--- src/rtl/core_idle_pkg.sv ---
package core_idle_pkg;
  typedef enum logic [2:0] {
    CST_C0 = 3'd0,
    CST_C1 = 3'd1,
    CST_C3 = 3'd3,
    CST_C6 = 3'd6
  } cstate_e;

  typedef enum logic [2:0] {
    ST_ACT, ST_HALT, ST_FLUSH, ST_SLEEP, ST_SAVE, ST_DEEP, ST_RESTORE
  } fsm_e;
endpackage

--- src/rtl/core_idle_thread.sv ---
module core_idle_thread
  import core_idle_pkg::*;
#(
  parameter int unsigned HINT_W = 2
) (
  input  logic              clk_i,
  input  logic              rst_ni,
  input  logic              halt_i,
  input  logic              wait_i,
  input  logic [HINT_W-1:0] wait_hint_i,
  input  logic              io_rd_i,
  input  logic              io_lvl_i,
  input  logic              wake_i,
  input  logic              mon_hit_i,
  output logic              pend_o,
  output cstate_e           lvl_o,
  output logic              armed_o
);
  cstate_e hint_lvl;

  always_comb begin
    if (wait_hint_i == '0)                    hint_lvl = CST_C1;
    else if (wait_hint_i == HINT_W'(1))       hint_lvl = CST_C3;
    else                                      hint_lvl = CST_C6;
  end

  always_ff @(posedge clk_i or negedge rst_ni) begin
    if (!rst_ni) begin
      pend_o  <= 1'b0;
      lvl_o   <= CST_C0;
      armed_o <= 1'b0;
    end else if (wake_i || (mon_hit_i && armed_o)) begin
      pend_o  <= 1'b0;
      lvl_o   <= CST_C0;
      armed_o <= 1'b0;
    end else if (halt_i) begin
      pend_o  <= 1'b1;
      lvl_o   <= CST_C1;
      armed_o <= 1'b0;
    end else if (wait_i) begin
      pend_o  <= 1'b1;
      lvl_o   <= hint_lvl;
      armed_o <= 1'b1;
    end else if (io_rd_i) begin
      pend_o  <= 1'b1;
      lvl_o   <= io_lvl_i ? CST_C6 : CST_C3;
      armed_o <= 1'b0;
    end
  end

  a_r11_pend_has_level: assert property (@(posedge clk_i) disable iff (!rst_ni)
    pend_o |-> (lvl_o != CST_C0));
endmodule

--- src/rtl/core_idle_resolve.sv ---
module core_idle_resolve
  import core_idle_pkg::*;
#(
  parameter int unsigned N_THREADS = 2
) (
  input  logic [N_THREADS-1:0]      pend_i,
  input  logic [N_THREADS-1:0][2:0] lvl_i,
  input  logic [N_THREADS-1:0]      armed_i,
  output cstate_e                   target_o,
  output logic                      any_armed_o
);
  logic [2:0] min_lvl;

  always_comb begin
    min_lvl = 3'd7;
    for (int i = 0; i < N_THREADS; i++)
      if (lvl_i[i] < min_lvl) min_lvl = lvl_i[i];
    target_o    = (&pend_i) ? cstate_e'(min_lvl) : CST_C0;
    any_armed_o = |armed_i;
  end
endmodule

--- src/rtl/core_idle_fsm.sv ---
module core_idle_fsm
  import core_idle_pkg::*;
(
  input  logic    clk_i,
  input  logic    rst_ni,
  input  cstate_e target_i,
  input  logic    any_armed_i,
  input  logic    irq_i,
  input  logic    mon_hit_i,
  input  logic    flush_done_i,
  input  logic    save_done_i,
  input  logic    restore_done_i,
  output logic    flush_req_o,
  output logic    save_req_o,
  output logic    restore_req_o,
  output logic    clk_stop_o,
  output logic    mon_en_o,
  output logic    active_o,
  output cstate_e code_o
);
  fsm_e st_q, st_d;
  logic abort_q;

  function automatic fsm_e enter(cstate_e t);
    case (t)
      CST_C1:  return ST_HALT;
      CST_C3:  return ST_FLUSH;
      CST_C6:  return ST_SAVE;
      default: return ST_ACT;
    endcase
  endfunction

  always_comb begin
    st_d = st_q;
    case (st_q)
      ST_ACT:     if (!irq_i) st_d = enter(target_i);
      ST_HALT: begin
        if (irq_i || (mon_hit_i && any_armed_i)) st_d = ST_ACT;
        else if (target_i != CST_C1)            st_d = enter(target_i);
      end
      ST_FLUSH:   if (flush_done_i) st_d = (abort_q || irq_i) ? ST_ACT : ST_SLEEP;
      ST_SLEEP:   if (irq_i) st_d = ST_ACT;
      ST_SAVE:    if (save_done_i) st_d = (abort_q || irq_i) ? ST_ACT : ST_DEEP;
      ST_DEEP:    if (irq_i) st_d = ST_RESTORE;
      ST_RESTORE: if (restore_done_i) st_d = ST_ACT;
      default:    st_d = ST_ACT;
    endcase
  end

  always_ff @(posedge clk_i or negedge rst_ni) begin
    if (!rst_ni) begin
      st_q    <= ST_ACT;
      abort_q <= 1'b0;
    end else begin
      st_q    <= st_d;
      abort_q <= (st_q == ST_FLUSH || st_q == ST_SAVE) && (st_d == st_q) && (abort_q || irq_i);
    end
  end

  always_comb begin
    flush_req_o   = (st_q == ST_FLUSH);
    save_req_o    = (st_q == ST_SAVE);
    restore_req_o = (st_q == ST_RESTORE);
    clk_stop_o    = (st_q == ST_SLEEP) || (st_q == ST_DEEP);
    mon_en_o      = (st_q == ST_ACT) || (st_q == ST_HALT);
    active_o      = (st_q == ST_ACT);
    case (st_q)
      ST_HALT:  code_o = CST_C1;
      ST_SLEEP: code_o = CST_C3;
      ST_DEEP:  code_o = CST_C6;
      default:  code_o = CST_C0;
    endcase
  end

  a_r5_no_stop_during_flush: assert property (@(posedge clk_i) disable iff (!rst_ni)
    (st_q == ST_FLUSH && !flush_done_i) |=> !clk_stop_o);
  a_r7_no_stop_during_save: assert property (@(posedge clk_i) disable iff (!rst_ni)
    (st_q == ST_SAVE && !save_done_i) |=> !clk_stop_o);
  a_r6_sleep_holds: assert property (@(posedge clk_i) disable iff (!rst_ni)
    (st_q == ST_SLEEP && !irq_i) |=> (st_q == ST_SLEEP));
  a_r3_halt_irq_wakes: assert property (@(posedge clk_i) disable iff (!rst_ni)
    (st_q == ST_HALT && irq_i) |=> active_o);
  a_r8_restore_holds: assert property (@(posedge clk_i) disable iff (!rst_ni)
    (st_q == ST_RESTORE && !restore_done_i) |=> (restore_req_o && !active_o));
  a_r9_abort_returns: assert property (@(posedge clk_i) disable iff (!rst_ni)
    (abort_q && ((st_q == ST_FLUSH && flush_done_i) || (st_q == ST_SAVE && save_done_i)))
    |=> (active_o && !clk_stop_o));
endmodule

--- src/rtl/core_idle_ctrl.sv ---
module core_idle_ctrl
  import core_idle_pkg::*;
#(
  parameter int unsigned N_THREADS = 2,
  parameter int unsigned HINT_W    = 2
) (
  input  logic                         clk_i,
  input  logic                         rst_ni,
  input  logic [N_THREADS-1:0]         halt_i,
  input  logic [N_THREADS-1:0]         wait_i,
  input  logic [N_THREADS*HINT_W-1:0]  wait_hint_i,
  input  logic [N_THREADS-1:0]         io_rd_i,
  input  logic [N_THREADS-1:0]         io_lvl_i,
  input  logic                         irq_i,
  input  logic                         mon_hit_i,
  input  logic                         snoop_i,
  input  logic                         sib_snoop_i,
  input  logic                         flush_done_i,
  input  logic                         save_done_i,
  input  logic                         restore_done_i,
  output logic                         flush_req_o,
  output logic                         save_req_o,
  output logic                         restore_req_o,
  output logic                         clk_stop_o,
  output logic                         snoop_svc_o,
  output logic                         active_o,
  output logic [2:0]                   core_state_o,
  output logic                         state_vld_o
);
  logic [N_THREADS-1:0]      pend, armed;
  logic [N_THREADS-1:0][2:0] lvl;
  cstate_e target, code;
  logic    any_armed, mon_en;
  logic [2:0] code_q;

  for (genvar t = 0; t < N_THREADS; t++) begin : g_thr
    cstate_e lvl_t;
    core_idle_thread #(.HINT_W(HINT_W)) u_thr (
      .clk_i      (clk_i),
      .rst_ni     (rst_ni),
      .halt_i     (halt_i[t]),
      .wait_i     (wait_i[t]),
      .wait_hint_i(wait_hint_i[t*HINT_W +: HINT_W]),
      .io_rd_i    (io_rd_i[t]),
      .io_lvl_i   (io_lvl_i[t]),
      .wake_i     (irq_i),
      .mon_hit_i  (mon_hit_i && mon_en),
      .pend_o     (pend[t]),
      .lvl_o      (lvl_t),
      .armed_o    (armed[t])
    );
    assign lvl[t] = lvl_t;
  end

  core_idle_resolve #(.N_THREADS(N_THREADS)) u_res (
    .pend_i     (pend),
    .lvl_i      (lvl),
    .armed_i    (armed),
    .target_o   (target),
    .any_armed_o(any_armed)
  );

  core_idle_fsm u_fsm (
    .clk_i         (clk_i),
    .rst_ni        (rst_ni),
    .target_i      (target),
    .any_armed_i   (any_armed),
    .irq_i         (irq_i),
    .mon_hit_i     (mon_hit_i),
    .flush_done_i  (flush_done_i),
    .save_done_i   (save_done_i),
    .restore_done_i(restore_done_i),
    .flush_req_o   (flush_req_o),
    .save_req_o    (save_req_o),
    .restore_req_o (restore_req_o),
    .clk_stop_o    (clk_stop_o),
    .mon_en_o      (mon_en),
    .active_o      (active_o),
    .code_o        (code)
  );

  always_ff @(posedge clk_i or negedge rst_ni) begin
    if (!rst_ni) code_q <= CST_C0;
    else         code_q <= code;
  end

  assign core_state_o = code;
  assign state_vld_o  = (code != code_q);
  assign snoop_svc_o  = (snoop_i || sib_snoop_i) && !clk_stop_o;

  a_r10_vld_on_change: assert property (@(posedge clk_i) disable iff (!rst_ni)
    !$stable(core_state_o) |-> state_vld_o);
  a_r10_vld_single: assert property (@(posedge clk_i) disable iff (!rst_ni)
    state_vld_o |=> (!state_vld_o || !$stable(core_state_o)));
  a_r1_idle_needs_all: assert property (@(posedge clk_i) disable iff (!rst_ni)
    (active_o && !(&pend)) |=> active_o);
endmodule

--- config.mk ---
export PLATFORM = sky130hd
export DESIGN_NAME = core_idle_ctrl
export DESIGN_NICKNAME = d
export VERILOG_FILES = /design/src/rtl/core_idle_pkg.sv /design/src/rtl/core_idle_thread.sv /design/src/rtl/core_idle_resolve.sv /design/src/rtl/core_idle_fsm.sv /design/src/rtl/core_idle_ctrl.sv
export SDC_FILE = /design/constraint.sdc
export NUM_CORES = 1
export LEC_CHECK = 0
export BUFFER_PORTS_ARGS = -buffer_cell sky130_fd_sc_hd__buf_2
export CORE_MARGIN = 4
export CORE_UTILIZATION = 46
export DETAILED_ROUTE_END_ITERATION = 6
export PLACE_DENSITY_LB_ADDON = 0.12
export SETUP_SLACK_MARGIN = 0.3
export SLEW_MARGIN = 10
export SYNTH_ARGS = -nofsm -noshare
export SYNTH_HDL_FRONTEND = slang
export SYNTH_HIERARCHICAL = 1
export SYNTH_SLANG_ARGS = --single-unit
--- constraint.sdc ---
create_clock -name clk_i -period 2 [get_ports clk_i]
set_input_delay 0.3 -clock clk_i [delete_from_list [all_inputs] [get_ports clk_i]]
set_output_delay 0.3 -clock clk_i [all_outputs]
set_load 0.02 [all_outputs]
==> impl_metrics.py, run 1 <==
metrics = {
    "sta": {
        "drv_slew": 0,
        "setup_viol": 0,
        "final.setup_skew_ps": 6.833,
        "grt_setup_unrepaired": "true",
        "max_freq_mhz": 503.7,
        "hold_viol": 0,
        "maxSlewHeadroom_pct": 73.22,
        "min_period_over_period_pct": 99.26,
        "period_needed_ps": 1985,
        "worst_slew_pin_slew_ps": 401.7,
    },
    "route": {
        "first_pass_iters": 4,
        "vias": 1073,
        "drc": 0,
        "ant_nets": 0,
        "drt_iter0_markers": 17,
        "routed_via_density": 5.447,
        "postRouteWirelength_um": 2834,
        "wire_per_inst_um": 14.39,
    },
    "flow_run": {
        "max_cap_violations": 0,
    },
    "floorplanning": {
        "rows": 17,
        "core-area_mm2": 0.002276,
        "initial_core_util_pct": 49.64,
        "pin_count": 31,
        "die_height_um": 57.56,
        "die_w_um": 57.56,
        "dieArea_mm2": 0.003313,
    },
    "global_routing": {
        "antenna_found_initial": 0,
        "grt_pass1_wl_um": 4381,
        "grt_usage_pct": 17.09,
        "grt_overflow": 0,
        "grt_max_degree": 18,
        "grt_pass1_vias": 978,
    },
    "cts": {
        "numCtsBuffers": 3,
        "clockRootBuffer": "clkbuf_4",
        "clk_pin_slew_ps": 100,
        "cts_max_level": 1,
        "cts_tree": "done",
        "clk_path_buf_depth": 2,
        "insertion_delay_ps": 290,
        "cts_sinks": 17,
    },
    "worst_setup_path": {
        "path_max_fanout": 3,
        "cp_data_required_time_ps": 2200,
        "r2r_slack_ps": 10,
        "path_class": "reg -> reg",
        "cp.arrival_ps": 2190,
        "timing.rr.start": "g_thr[1].u_thr/lvl_o[1]",
        "worst_r2r_endpoint": "u_fsm/abort_q",
        "startpoint_type": "flip-flop",
        "r2r_cells": 7,
        "crit_path_end_kind": "flip-flop",
    },
    "min_path": {
        "hp-class": "in -> reg",
        "hold_depth": 2,
        "hp-start": "wait_i[0]",
        "holdPathEnd": "g_thr[0].u_thr/lvl_o[1]",
    },
    "power": {
        "power.density_mw_per_mm2": 475.9,
        "power_uw": 725.9,
        "ir_worst_vdd_mv": 0.3298,
        "p_leak_nw": 0.7209,
    },
    "synth": {
        "yosys_warnings": 6,
        "syn_inst": 124,
        "ys_seq_area_share_pct": 37.65,
        "synth-edff-count": 0,
        "syn_area_per_cell_um2": 9.112,
        "syn-num-nets": 147,
        "yosysTopAreaCellShare_pct": 37.65,
        "yosys_most_used_dff": "dfrtp_1",
        "yosys.area.top_type": "dfrtp_1",
        "synth_seq_cells": 17,
        "ys_types": 39,
        "syn-cell-area_mm2": 0.001130,
        "synth_area_leaders": "dfrtp_1, nor2_1, o21ai_0",
        "async_flop_share_pct": 100.0,
    },
    "final_layout": {
        "stdcell_count": 197,
        "drive_above_1_share_pct": 42.01,
        "syn2layout_area_growth_pct": 34.99,
        "final_util_pct": 67.01,
        "design_area_mm2": 0.001525,
        "finalNetCount": 193,
        "n_antenna_cell": 0,
    },
    "placement": {
        "gp_congestion": 0.7653,
        "place_area_mm2": 0.001340,
        "dpl.hpwl_um": 2086,
        "placedCellCount": 182,
        "port-buffer-count": 30,
    },
    "outcome": {
        "status": "finished, final reports clean",
    },
}
[metal layers]
layer / track usage [%] / routed length (µm)
met1: 23.89 / 1329
met5: 0 / 0
met4: 8.940 / 79
met2: 24.68 / 1296
met3: 3.394 / 129
[registers in the layout, indices dropped and copies added (netlist names)]
register / count
g_thr.u_thr/armed_o: 2
u_fsm/abort_q: 1
code_q: 3
g_thr.u_thr/lvl_o: 6
u_fsm/st_q: 3
g_thr.u_thr/pend_o: 2
[where the power goes]
part | total, mW | switching [mW] | internal [mW]
combinational | 0.164 | 0.0842 | 0.0801
clock | 0.186 | 0.109 | 0.0775
sequential | 0.375 | 0.0172 | 0.358
[per-stage QoR]
step,setup WS [ps],TNS [ps],hold slack (ps)
after floorplan,102.6,0,4.409
after global placement,56.38,0,239.8
after detailed placement,-66.93,-66.93,248.8
after CTS,15.86,0,269.1
after global routing,-61.07,-61.07,267.4
final,14.71,0,268.8
[kinds of logic after synthesis]
kind of cell	share of synthesized area (%)
AND/OR/NAND/NOR	26.69
adder cells (fa/ha/maj)	2.214
multiplexers	1.772
buffers and inverters	5.315
flip-flops	37.65
AO/OA/AOI/OAI	24.03
XOR/XNOR	2.326
[cell usage in the layout, fill, tap and decap left out, drive strengths merged]
cell type,Yosys,routed
a31oi,2,2
nand3b,2,2
a21o,3,3
clkbuf,0,4
buf,4,44
mux2i,2,2
o31a,1,1
or2,2,2
a31o,1,1
nand4,1,1
dlygate4sd3,0,1
o41a,2,2
and4b,1,1
o21ai,8,8
o21a,1,1
o311ai,1,1
ha,2,2
inv,6,6
and2,2,2
dfrtp,17,17
nor2b,5,5
a221o,1,1
a21oi,11,11
nand2,9,9
nor3,5,5
o31ai,1,1
a211oi,2,2
nor2,13,13
nand3,7,7
a41o,1,1
nand2b,5,5
xnor2,3,3
or2b,1,1
and2b,2,2
[synthesized netlist by cell type (2+ instances only)]
| library cell | number |
|---|---|
| a21o_1 | 3 |
| buf_4 | 2 |
| dfrtp_1 | 17 |
| nor3_1 | 4 |
| buf_6 | 2 |
| nor2_1 | 13 |
| nor2b_1 | 5 |
| nand3b_1 | 2 |
| inv_1 | 6 |
| nand2_1 | 9 |
| mux2i_1 | 2 |
| a21oi_1 | 7 |
| and2_1 | 2 |
| nand3_1 | 6 |
| ha_1 | 2 |
| a211oi_1 | 2 |
| o41a_1 | 2 |
| o21ai_0 | 8 |
| nand2b_1 | 5 |
| xnor2_1 | 3 |
| a21oi_2 | 4 |
[layout make-up]
cell class / instances / area, µm²
tap: 28 / 35.03
inverter: 6 / 22.52
clock buffer: 4 / 26.28
multi-input combinational: 97 / 714.4
fill: 184 / 750.7
timing repair buffer: 45 / 300.3
sequential: 17 / 426.7
[what timing repair did]
action,4_1_cts,5_1_grt
endpoints found under the hold margin,17,0
gates cloned,0,0
pin swaps,2,3
setup endpoints to repair,8,10
gates resized for setup,3,16
hold buffers,1,0
buffers inserted,6,4
[worst max-delay path by stage]
| stage | from | endpoint | slack [ps] |
|---|---|---|---|
| after floorplan | g_thr[0].u_thr/lvl_o[2] | u_fsm/abort_q | 100 |
| after global placement | g_thr[0].u_thr/lvl_o[2] | u_fsm/abort_q | 60 |
| after detailed placement | g_thr[0].u_thr/lvl_o[2] | u_fsm/abort_q | -70 |
| after CTS | g_thr[0].u_thr/lvl_o[2] | u_fsm/abort_q | 20 |
| after global routing | g_thr[0].u_thr/lvl_o[2] | u_fsm/abort_q | -60 |
| final | g_thr[1].u_thr/lvl_o[1] | u_fsm/abort_q | 10 |
[critical path, cell delays in order, from the launching register on]
cell and delay [ps]:
dfrtp_1 410, ha_1 230, a21o_1 220, a31oi_4 190, mux2i_1 270, nand2_1 90
o31a_1 270, o31ai_2 210
No activity file was read; power rests on OpenSTA's default activity.
==> inputs of run 2 (changes only) <==
CTS_BUF_LIST = sky130_fd_sc_hd__clkbuf_16   (was unset)
==> run 2 against run 1 <==
Sequential share of layout area increased by 0.60 points. First-iteration DRC count is 24% lower. Routed wire length down 2.1%. Clock skew is 2.7 ps lower. Setup slack better by 20 ps. Count of clock-buffer cells in the layout is 1 lower. Core utilization shrank 1.6 points. Global-route usage up 0.56 points. Critical endpoint unchanged. Highest routed layer unchanged.
==> impl_metrics.py, run 2 (same netlist as run 1, synthesis figures left out) <==
metrics = {
    "outcome": {
        "status": "finished, final reports clean",
    },
    "route": {
        "drt_iter0_markers": 13,
        "vias": 1066,
        "postRouteWirelength_um": 2775,
        "drc": 0,
        "routed_via_density": 5.523,
        "wire_per_inst_um": 14.38,
        "ant_nets": 0,
        "first_pass_iters": 4,
    },
    "sta": {
        "min_period_over_period_pct": 98.27,
        "drv_slew": 0,
        "max_freq_mhz": 508.8,
        "hold_viol": 0,
        "grt_setup_unrepaired": "true",
        "maxSlewHeadroom_pct": 69.38,
        "timing.hold.ws_ps": 319.2,
        "fin_ws_ps": 34.52,
        "final.setup_skew_ps": 4.092,
        "fin_setup_tns_ps": 0,
        "worst_slew_pin_slew_ps": 459.3,
        "setup_viol": 0,
        "period_needed_ps": 1965,
    },
    "cts": {
        "clockRootBuffer": "clkbuf_16",
        "clk_pin_slew_ps": 50,
        "numCtsBuffers": 3,
        "cts_tree": "done",
        "clk_path_buf_depth": 2,
        "cts_sinks": 17,
        "cts_max_level": 1,
        "insertion_delay_ps": 250,
    },
    "final_layout": {
        "largest_reg_flops": 6,
        "multi_input_area_um2": 689.4,
        "top_register": "g_thr.u_thr/lvl_o",
        "syn2layout_area_growth_pct": 31.78,
        "fillers": 195,
        "final_common_cell": "buf_2",
        "design_area_mm2": 0.001489,
        "n_antenna_cell": 0,
        "finalNetCount": 189,
        "reg_top3": "g_thr.u_thr/lvl_o x6, code_q x3, u_fsm/st_q x3",
        "drive_above_1_share_pct": 37.58,
        "final_cell_mix": "buf_2, dfrtp_1, nor2_1",
        "ff_latch_area_um2": 425.4,
    },
    "worst_setup_path": {
        "path_max_fanout": 3,
        "cp-startpoint": "g_thr[1].u_thr/lvl_o[1]",
        "timing.rr.start": "g_thr[1].u_thr/lvl_o[1]",
        "crit_path_end_kind": "flip-flop",
        "startpoint_type": "flip-flop",
        "cp_data_required_time_ps": 2160,
        "cp.arrival_ps": 2120,
        "path_class": "reg -> reg",
    },
    "floorplanning": {
        "die_w_um": 57.56,
        "die_height_um": 57.56,
        "initial_core_util_pct": 49.64,
        "core-area_mm2": 0.002276,
        "pin_count": 31,
        "rows": 17,
        "dieArea_mm2": 0.003313,
    },
    "min_path": {
        "hp-start": "wait_i[0]",
        "hp-class": "in -> reg",
    },
    "placement": {
        "place_area_mm2": 0.001340,
        "dpl.hpwl_um": 2086,
        "gp_congestion": 0.7653,
        "port-buffer-count": 30,
        "place_ws_ps": -66.93,
    },
    "flow_run": {
        "max_cap_violations": 0,
    },
    "global_routing": {
        "grt_pass1_vias": 987,
        "grt_overflow": 0,
        "grt_pass1_wl_um": 4485,
        "antenna_found_initial": 0,
        "grt_max_degree": 18,
        "grt_usage_pct": 17.65,
    },
    "power": {
        "p_leak_nw": 0.7179,
        "power.density_mw_per_mm2": 624.5,
        "power_uw": 929.8,
        "ir_worst_vdd_mv": 0.4668,
    },
}
[run 2: critical path, cell delays in order, from the launching register on]
cell and delay (ps):
dfrtp_1 390, ha_1 230, a21o_1 220, a31oi_4 190, mux2i_1 270, nand2_1 90
o31a_1 270, o31ai_2 210
[run 2: path summary, 6_finish.rpt]
check,end,cells past startpoint,slack (ps)
worst min register to register,g_thr[0].u_thr/armed_o,2,550
worst max register to register,u_fsm/abort_q,7,30
max in group asynchronous,u_fsm/abort_q,2,1200
min in group asynchronous,g_thr[0].u_thr/pend_o,2,510
worst max-delay path,u_fsm/abort_q,7,30
worst min-delay path,g_thr[0].u_thr/lvl_o[1],2,320
[run 2: final cells by class]
type | count | share of cell area, %
Inverter | 6 | 1.513
Tap cell | 28 | 2.353
Clock buffer | 3 | 5.042
Timing Repair Buffer | 41 | 15.97
Sequential cell | 17 | 28.57
Clock inverter | 1 | 0.2521
Multi-Input combinational cell | 97 | 46.30
[run 2: power by group]
| group | total [mW] | leakage, nW | switching (mW) | internal [mW] |
|---|---|---|---|---|
| logic | 0.157 | 0.449 | 0.0825 | 0.0744 |
| clock network | 0.397 | 0.0423 | 0.131 | 0.265 |
| registers | 0.376 | 0.227 | 0.0171 | 0.359 |
[run 2: stage by stage]
step	util [%]	instances
6_report	65.42	193
5_1_grt	65.42	193
4_1_cts	65.31	193
3_5_place_dp	58.88	182
3_3_place_gp	58.88	182
2_1_floorplan	-	124
[run 2: per-layer routing]
metal | track usage (%) | routed length [µm] | part of all wire [%]
met3 | 4.072 | 140 | 5.0
met5 | 0 | 0 | 0
met2 | 25.32 | 1243 | 45
met1 | 24.58 | 1305 | 47
met4 | 8.940 | 86 | 3.1
[run 2: what timing repair did]
| item | 4_1_cts | 5_1_grt |
|---|---|---|
| setup buffers | 6 | 0 |
| gates resized for setup | 2 | 1 |
| pin swaps | 2 | 2 |
| endpoints found under the setup margin | 5 | 8 |
| hold buffers | 1 | 0 |
| hold endpoints to repair | 17 | 0 |
==> inputs of run 3 (changes only) <==
CORE_UTILIZATION = 48   (was 46)
CTS_BUF_LIST = sky130_fd_sc_hd__clkbuf_2 sky130_fd_sc_hd__clkbuf_4 sky130_fd_sc_hd__clkbuf_8   (was sky130_fd_sc_hd__clkbuf_16)
CTS_CLUSTER_SIZE = 30   (was unset)
TNS_END_PERCENT = 10   (was unset)
==> run 3 against run 2 <==
The run now ends with negative setup slack left. Critical endpoint unchanged. Largest power group is now sequential cells. Critical path depth up 2. Largest cell class unchanged. Power is 22% lower. Core utilization is 0.27 points lower. Die area is 3.6% lower. Count of clock-buffer cells in the layout increased by 1. Clock power down 50%. Clock skew decreased by 1.6 ps. Via count fell by 3.2%.
==> impl_metrics.py, run 3 (same netlist as run 1, synthesis figures left out) <==
metrics = {
    "power": {
        "power_uw": 726.7,
        "p_leak_nw": 0.6713,
        "ir_worst_vdd_mv": 0.4712,
        "power.density_mw_per_mm2": 499.4,
    },
    "sta": {
        "fin_setup_tns_ps": -65.65,
        "setup_viol": 1,
        "hold_viol": 0,
        "fin_ws_ps": -65.65,
        "grt_setup_unrepaired": "true",
        "min_period_over_period_pct": 103.3,
        "final.setup_skew_ps": 2.495,
        "worst_slew_pin_slew_ps": 459.3,
        "drv_slew": 0,
        "period_needed_ps": 2066,
        "max_freq_mhz": 484.1,
        "maxSlewHeadroom_pct": 68.99,
    },
    "cts": {
        "cts_sinks": 17,
        "cts_tree": "done",
        "clockRootBuffer": "clkbuf_4",
        "clk_pin_slew_ps": 100,
        "insertion_delay_ps": 290,
        "numCtsBuffers": 3,
        "clk_path_buf_depth": 2,
        "cts_max_level": 1,
    },
    "min_path": {
        "hp-class": "in -> reg",
        "hp-start": "wait_hint_i[1]",
    },
    "global_routing": {
        "grt_pass1_wl_um": 4602,
        "grt_overflow": 0,
        "grt_usage_pct": 17.99,
        "antenna_found_initial": 0,
        "grt_pass1_vias": 1025,
        "grt_max_degree": 18,
    },
    "worst_setup_path": {
        "path_class": "reg -> reg",
        "critPathBufInv": 1,
        "cp_top_family": "compound AO/OA/AOI/OAI gates",
        "path_max_fanout": 3,
        "cp_slowest_stage_delay_ps": 400,
        "crit_chain": "inv_2 -> ha_4 -> a21o_1 -> a31oi_4 -> mux2i_1 -> nor2b_2 -> nand4_1 -> a31o_2 -> o31ai_2",
        "crit_path_end_kind": "flip-flop",
        "timing.rr.start": "g_thr[0].u_thr/lvl_o[2]",
        "startpoint_type": "flip-flop",
        "cp-startpoint": "g_thr[0].u_thr/lvl_o[2]",
        "cp.arrival_ps": 2270,
        "cp_data_required_time_ps": 2210,
        "crit_slowest_cell": "dfrtp_1",
    },
    "route": {
        "first_pass_iters": 4,
        "drc": 0,
        "postRouteWirelength_um": 2678,
        "drt_iter0_markers": 12,
        "routed_via_density": 5.460,
        "ant_nets": 0,
        "wire_per_inst_um": 14.17,
        "vias": 1032,
    },
    "final_layout": {
        "n_antenna_cell": 0,
        "syn2layout_area_growth_pct": 28.79,
        "final_cell_mix": "buf_2, dfrtp_1, nor2_1",
        "final_common_cell": "buf_2",
        "final_util_pct": 65.15,
        "top_register": "g_thr.u_thr/lvl_o",
        "largest_reg_flops": 6,
        "finalNetCount": 185,
        "design_area_mm2": 0.001455,
        "drive_above_1_share_pct": 39.13,
        "reg_top3": "g_thr.u_thr/lvl_o x6, code_q x3, u_fsm/st_q x3",
    },
    "placement": {
        "dpl.hpwl_um": 2053,
        "place_area_mm2": 0.001320,
        "gp_congestion": 0.7731,
        "port-buffer-count": 30,
        "place_ws_ps": -35.77,
    },
    "floorplanning": {
        "core-area_mm2": 0.002233,
        "die_w_um": 56.52,
        "dieArea_mm2": 0.003194,
        "die_height_um": 56.52,
        "initial_core_util_pct": 50.59,
        "pin_count": 31,
        "rows": 17,
    },
    "flow_run": {
        "max_cap_violations": 0,
    },
    "outcome": {
        "status": "finished with violations",
        "violations": "negative setup slack",
    },
}
## run 3: worst paths after layout
path	endpoint	slack (ps)	cells after the start
max	u_fsm/abort_q	-70	9
min	g_thr[0].u_thr/lvl_o[2]	270	3
max reg2reg	u_fsm/abort_q	-70	9
min reg2reg	g_thr[0].u_thr/armed_o	590	2
max in group asynchronous	u_fsm/st_q[0]	1250	2
min in group asynchronous	g_thr[0].u_thr/lvl_o[2]	450	2
## run 3: layout make-up
class | instances | area, µm²
clock buffers | 4 | 30.03
fillers | 205 | 778.2
inverters | 6 | 22.52
multi-input cells | 97 | 699.4
flip-flops and latches | 17 | 426.7
well taps | 28 | 35.03
repair buffers | 37 | 241.5
## run 3: what timing repair did
action                                  CTS  global route
setup buffers                             1             1
pin swaps                                 7             4
endpoints found under the hold margin    17             0
gates resized for setup                  15             7
hold buffers                              1             0
gates cloned                              0             0
endpoints found under the setup margin   10            11
## run 3: where the power goes
part	internal [mW]	leakage, nW	switching (mW)	total (mW)
combinational	0.0737	0.428	0.0805	0.154
clock	0.0912	0.0184	0.106	0.197
sequential	0.358	0.225	0.0176	0.376
## run 3: per-layer routing
metal / vias to the layer above / global-route usage (%) / share of wire, %
li1: 515 / - / -
met1: 482 / 23.44 / 45
met2: 29 / 27.56 / 47
met3: 6 / 6.667 / 6.1
met4: 0 / 5.424 / 1.4
met5: - / 0 / 0
## run 3: tightest hold or removal path, stage by stage
cell and delay [ps]:
buf_2 100, nand2_1 80, a21oi_2 50
## run 3: stage by stage
stage                     hold slack [ps]  std cells
after CTS                           260.6        188
final                               271.1        189
after floorplan                     4.409        124
after global placement              240.5        182
after detailed placement            248.2        182
after global routing                260.3        189
